### config.mk
export PLATFORM = sky130hd
export DESIGN_NAME = sdi_valid_cadence
export DESIGN_NICKNAME = d
export VERILOG_FILES = /design/src/rtl/sdi_valid_cadence.sv
export SDC_FILE = /design/constraint.sdc
export NUM_CORES = 1
export LEC_CHECK = 0
export ABC_AREA = 1
export BUFFER_PORTS_ARGS = -buffer_cell sky130_fd_sc_hd__buf_2
export CAP_MARGIN = 20
export CORE_AREA = 2 2 39 41
export CTS_CLUSTER_DIAMETER = 50
export DETAILED_ROUTE_END_ITERATION = 8
export DIE_AREA = 0 0 41 43
export GPL_TIMING_DRIVEN = 0
export PLACE_DENSITY = 0.72
export RECOVER_POWER = 25
export SLEW_MARGIN = 30
export SYNTH_ARGS = -nofsm -noshare
export SYNTH_HDL_FRONTEND = slang
export SYNTH_SLANG_ARGS = --single-unit
### constraint.sdc
create_clock -name clk -period 1.9 [get_ports clk]
set_input_delay 0 -clock clk [delete_from_list [all_inputs] [get_ports clk]]
set_output_delay 0 -clock clk [all_outputs]
set_load 0.01 [all_outputs]
### src/rtl/sdi_valid_cadence.sv
module sdi_valid_cadence #(
  parameter int CODE_W    = 3,
  parameter int PHASE_W   = 4,
  parameter int SD_PERIOD = 11,
  parameter int SD_MARK   = 5
) (
  input  logic              clk,
  input  logic              rst,
  input  logic [CODE_W-1:0] std_code,
  input  logic              multi_rate,
  output logic              data_valid
);
  localparam logic [CODE_W-1:0]  CODE_SD   = CODE_W'(0);
  localparam logic [CODE_W-1:0]  CODE_HD   = CODE_W'(1);
  localparam logic [PHASE_W-1:0] SD_LAST   = PHASE_W'(SD_PERIOD - 1);
  localparam logic [PHASE_W-1:0] SD_SECOND = PHASE_W'(SD_MARK);

  logic [PHASE_W-1:0] phase_q, last_phase, next_phase;
  logic [CODE_W-1:0]  code_q;
  logic               live_q, restart, next_valid;

  always_comb begin
    case (std_code)
      CODE_SD: last_phase = SD_LAST;
      CODE_HD: last_phase = multi_rate ? PHASE_W'(1) : '0;
      default: last_phase = '0;
    endcase
  end

  assign restart    = !live_q || (std_code != code_q);
  assign next_phase = (restart || phase_q >= last_phase) ? '0 : phase_q + PHASE_W'(1);

  always_comb begin
    if (std_code == CODE_SD)
      next_valid = (next_phase == '0) || (next_phase == SD_SECOND);
    else if (std_code == CODE_HD && multi_rate)
      next_valid = (next_phase == '0);
    else
      next_valid = 1'b1;
  end

  always_ff @(posedge clk) begin
    if (rst) begin
      phase_q    <= '0;
      code_q     <= '0;
      live_q     <= 1'b0;
      data_valid <= 1'b0;
    end else begin
      phase_q    <= next_phase;
      code_q     <= std_code;
      live_q     <= 1'b1;
      data_valid <= next_valid;
    end
  end
endmodule


# Word level (Yosys, flattened, before mapping)

Cells that the tools add are included.

Register bits after elaboration: 9

$lt $le $gt $ge: 1
Equality and inequality tests: 3
Reductions and logical operators: 7
Add/subtract/negate cells: 1
Mux-type cells: 6

Operators with widths:

| kind                                                            | number |
|---|---|
| 4-bit case mux with 2 select lines                              | 1 |
| 4-bit by 1-bit adder with 4-bit output, second input constant   | 1 |
| 4-bit by 3-bit == test with 1-bit output, second input constant | 1 |
| 4-bit >= comparator                                             | 1 |
| 4-bit logical NOT                                               | 1 |
| 1-bit 2-to-1 mux                                                | 4 |
| 4-bit 2-to-1 mux                                                | 1 |
| 3-bit by 1-bit == test with 1-bit output, second input constant | 1 |
| 3-bit logical NOT                                               | 1 |
| 1-bit logical OR                                                | 3 |
| 3-bit inequality test                                           | 1 |
| 1-bit logical AND                                               | 1 |
| 1-bit logical NOT                                               | 1 |

# Logic depth before layout (Yosys ltp)

Depth after elaboration: 8
Depth in mapped cells: 13
Depth with buffers taken out: 13

# Worst setup path before layout

No wires, ideal clock.

Path kind: flip-flop to flip-flop
From: register phase_q[0]
To: register data_valid
Library setup time: 0.109 ns
Required time: 1.791 ns
Period minus slack after synthesis: 1.433 ns
Setup slack: 0.467 ns
Path buffers: 0
Arrival: 1.325 ns
Cell stages (with the launch flop): 13
Cell sequence: dfxtp_1 -> inv_1 -> ha_1 -> inv_1 -> nand2_1 -> nand2_1 -> a21oi_2 -> nor2_4 -> o21ai_1 -> nand2_1 -> nand3_1 -> nand2_1 -> inv_1

Longest elaborated chain between the ends: 6
Elaborated cells between the ends (all ways): 9
Classes of those cells: add/sub (1); order compare (1); eq/ne (1); mux (3); reduce/logical (3)

RTL lines:

| what                                                                          | line   | source |
|---|---|---|
| start: declaration                                                            | 18     | `logic [PHASE_W-1:0] phase_q, last_phase, next_phase;` |
| start signal: assignment                                                      | 49     | `phase_q <= next_phase;` |
| 4-bit >= comparator                                                           | 31     | `assign next_phase = (restart \|\| phase_q >= last_phase) ? '0 : phase_q + PHASE_W'(1);` |
| 1-bit logical OR                                                              | 31     |  |
| 4-bit 2-to-1 mux *                                                            | 31     |  |
| 4-bit logical NOT or 4-bit by 3-bit == test with 1-bit output (tied branches) | 35, 37 |  |
| 1-bit 2-to-1 mux or 1-bit logical OR (tied branches)                          | 36, 35 |  |
| 1-bit 2-to-1 mux *                                                            | 34     | `if (std_code == CODE_SD)` |
| end signal: assignment                                                        | 52     | `data_valid <= next_valid;` |
| end: declaration                                                              | 11     | `output logic data_valid` |

Every way passes the cells marked *; elsewhere a longest branch is shown, timed or not.
A chain may end at the register's enable or synchronous reset.

# Worst setup path after layout

From: input port std_code[1]
To: register data_valid

Longest elaborated chain between the ends: 8
Elaborated cells between the ends (all ways): 14
Classes of those cells: order compare (1); eq/ne (3); mux (4); reduce/logical (6)

RTL lines:

| what                                                                          | line       | source |
|---|---|---|
| start: declaration                                                            | 9          | `input logic [CODE_W-1:0] std_code,` |
| 3-bit by 1-bit == test with 1-bit output or 3-bit logical NOT (tied branches) | 23, 36, 34 |  |
| 4-bit case mux with 2 select lines                                            | 23         | `case (std_code)` |
| 4-bit >= comparator                                                           | 31         |  |
| 1-bit logical OR                                                              | 31         |  |
| 4-bit 2-to-1 mux                                                              | 31         |  |
| 4-bit logical NOT or 4-bit by 3-bit == test with 1-bit output (tied branches) | 35, 37     |  |
| 1-bit 2-to-1 mux or 1-bit logical OR (tied branches)                          | 36, 35     |  |
| 1-bit 2-to-1 mux *                                                            | 34         |  |

Marks and branches as above.

==> run_results.csv <==
group,metric,value,unit
pwr,ir_drop,340,uV
timing,holdWs,0.175,ns
clock_network,clock_latency,0.27,ns
worst_setup_path,rrSetupSlack,0.32,ns
placement,numPortBuffers,5,
job,drv_cap,0,
finish,areaGrowthSynthToFinish,21.9,%
placement,dp_hpwl,817,um
global_routing,grt_overflow,0,
clock_network,numCtsBuffers,3,
worst_setup_path,path_max_fanout,4,
finish,diodes,0,
die,rows,14,
finish,design_area,674,sq um
clock_network,h-tree-depth,1,
clock_network,cts.clk_slew.worst_paths,0.06,ns
hold_path,min_path_cells,6,
yosys,syn_nets,94,
clock_network,clockBufferDepth,2,
timing,setup-violations-final,0,
pwr,p_leak,0.371,nW
yosys,avgSynthCellArea,6.58,sq um
routing,dr.first_iter.drc_count,2,
timing,skew,0.00103,ns
timing,worstMarginPinSlew,0.240,ns
worst_setup_path,cpPeakStageDelay,0.53,ns
die,die_h,43,um
timing,slew_violations,0,
clock_network,cts_tree,"done",
timing,fmax,585,MHz
clock_network,clock_tree.root_cell,"clkbuf_4",
worst_setup_path,reg2reg_depth,12,
worst_setup_path,crit_path_top_delay_cell,"dlygate4sd3_1",
yosys,netlist_instances,84,
timing,fin_crit,1.71,ns
yosys,yosysWarnings,0,
routing,drc,0,
die,boundaryPins,7,
clock_network,cts_setup_buffers,0,
clock_network,clock_sink_count,9,
worst_setup_path,cp_common_cell,"nand2_1",
pwr,powerDensity,608,mW/mm^2
hold_path,hp-class,"input port to flop",
hold_path,hold-path-endpoint,"data_valid$_SDFF_PP0_",
global_routing,grt_pass1_wl,1.75,mm
worst_setup_path,r2r_start,"phase_q[0]$_SDFF_PP0_",
finish,nets,108,
worst_setup_path,crit_type,"input port to flop",
worst_setup_path,path_cells,"dlygate4sd3_1, buf_2, nor2_4, nand2_2, ha_1, nor2_1, nand2_1, nor2_2, nand2_2, nor2_4, o21ai_1, nand2_1, nand3_1, nand2_1, inv_1",
die,start_util,0.400,
global_routing,grt.total_usage,0.149,
hold_path,min_from,"multi_rate",
worst_setup_path,r2r_end,"data_valid$_SDFF_PP0_",
yosys,synth_cell_type_count,21,
routing,ant_nets,0,
worst_setup_path,cp.required,2.07,ns
yosys,synth.cell_area,553,sq um
worst_setup_path,cp-start-kind,"input port",
global_routing,grt_pass1_vias,485,
routing,wire_per_inst,9.55,um
timing,rsz0062_at_grt,"false",
global_routing,antenna_found_initial,0,
timing,final.setup.tns,0,ns
worst_setup_path,cp_data_arrival_time,1.88,ns
placement,dpl.cell_count,105,
yosys,ys_ff_latch,9,
timing,fin_crit_sh,0.899,
die,die_area,0.00176,sq mm
die,core,0.00138,sq mm
finish,finalNonFillerCells,113,
global_routing,grt_max_degree,9,
routing,vias_per_cell,4.73,
die,die_x,41,um
finish,drive_gt1_frac,0.186,
finish,utilization,0.487,
worst_setup_path,crit_path_end_kind,"flop",
timing,maxSlewHeadroom,0.840,
routing,wl,1.08,mm
placement,gp_congestion,0.742,
yosys,yosysSeqAreaShare,0.326,
status,status,"completed",
routing,num_vias,534,
placement,place_area,598,sq um
timing,hold_viol_final,0,
worst_setup_path,critPathLaunch,"std_code[1]",
routing,drt_pass1_iterations,4,
-- critical path, delay by kind of cell --
family,cells,cell delay [ns]
AND/OR/NAND/NOR,10,0.88
AO/OA/AOI/OAI,1,0.07
buffers and inverters,3,0.71
adder cells (fa/ha/maj),1,0.20
-- power breakdown --
group / internal [mW] / switching [mW] / total (mW)
logic: 0.0254 / 0.0339 / 0.0594
clock network: 0.0813 / 0.0715 / 0.153
registers: 0.195 / 0.00298 / 0.198
total: 0.301 / 0.108 / 0.410
-- synth_stat cells --
master	count	area share
nand2_1	25	0.17
a21oi_2	1	0.016
nor4_1	2	0.023
o21ai_0	1	0.0090
nor2_2	1	0.011
nand4_1	2	0.023
nor2_4	1	0.020
nand3_1	2	0.018
inv_2	3	0.020
inv_1	13	0.088
o21bai_1	1	0.014
nor2_1	12	0.081
o211ai_1	1	0.014
and3_1	1	0.011
xor2_1	1	0.016
buf_6	1	0.020
dfxtp_1	9	0.33
o21ai_1	1	0.0090
nor3_1	1	0.0090
ha_1	4	0.091
nand2_2	1	0.011
-- final cells by class --
cell class | instances | area, sq um
Buffer | 1 | 11.3
Clock buffer | 4 | 26.3
Fill cell | 143 | 709
Inverter | 16 | 60.1
Multi-Input combinational cell | 58 | 312
Sequential cell | 9 | 180
Tap cell | 16 | 20.0
Timing Repair Buffer | 9 | 65.1
-- how the worst max path moves through the flow --
stage | end | slack, ns | cells after the start
floorplan | data_valid$_SDFF_PP0_ | 0.47 | 12
global placement | data_valid$_SDFF_PP0_ | 0.34 | 11
detailed placement | data_valid$_SDFF_PP0_ | 0.31 | 11
CTS | data_valid$_SDFF_PP0_ | 0.07 | 15
global route | data_valid$_SDFF_PP0_ | 0.005 | 15
finish | data_valid$_SDFF_PP0_ | 0.19 | 15
-- cells by family (layout without fill, tap and decap cells) --
kind of cell / after synthesis / after routing / synth area share
flip-flops: 9 / 9 / 0.326
XOR/XNOR: 1 / 1 / 0.0158
AO/OA/AOI/OAI: 5 / 5 / 0.0611
AND/OR/NAND/NOR: 48 / 48 / 0.378
buffers and inverters: 17 / 30 / 0.129
adder cells (fa/ha/maj): 4 / 4 / 0.0905
-- routing by layer --
layer	vias to the layer above	part of all wire	routed length [um]	GRT usage
met5	-	0	0	0
met4	0	0.016	17	0.0800
met3	2	0.041	44	0.0314
met2	7	0.52	563	0.256
met1	237	0.42	453	0.157
li1	288	-	-	-
-- stage by stage --
step	setup WS [ns]	power, mW
floorplan	0.467	0.238
global placement	0.339	0.251
detailed placement	0.312	0.253
CTS	0.0694	0.413
global route	0.00480	0.429
finish	0.191	0.410
-- sequential cells by signal, indices dropped and copies added, names as in the netlist --
signal      cells
data_valid      1
live_q          1
code_q          3
phase_q         4
-- placed cells by master (no fill, tap or decap), types with 3 or more instances in the layout --
cell type | Yosys | layout
nand2_1 | 25 | 24
inv_1 | 13 | 13
nor2_1 | 12 | 11
dfxtp_1 | 9 | 9
buf_2 | 0 | 5
ha_1 | 4 | 4
dlygate4sd3_1 | 0 | 4
inv_2 | 3 | 3
clkbuf_4 | 0 | 3
-- what timing repair did --
action                     in CTS  in global routing
setup endpoints to repair       0                  1
hold endpoints to repair        8                  0
resized for setup               0                  3
hold buffers                    4                  0
Power figures use the tool's default switching activity.
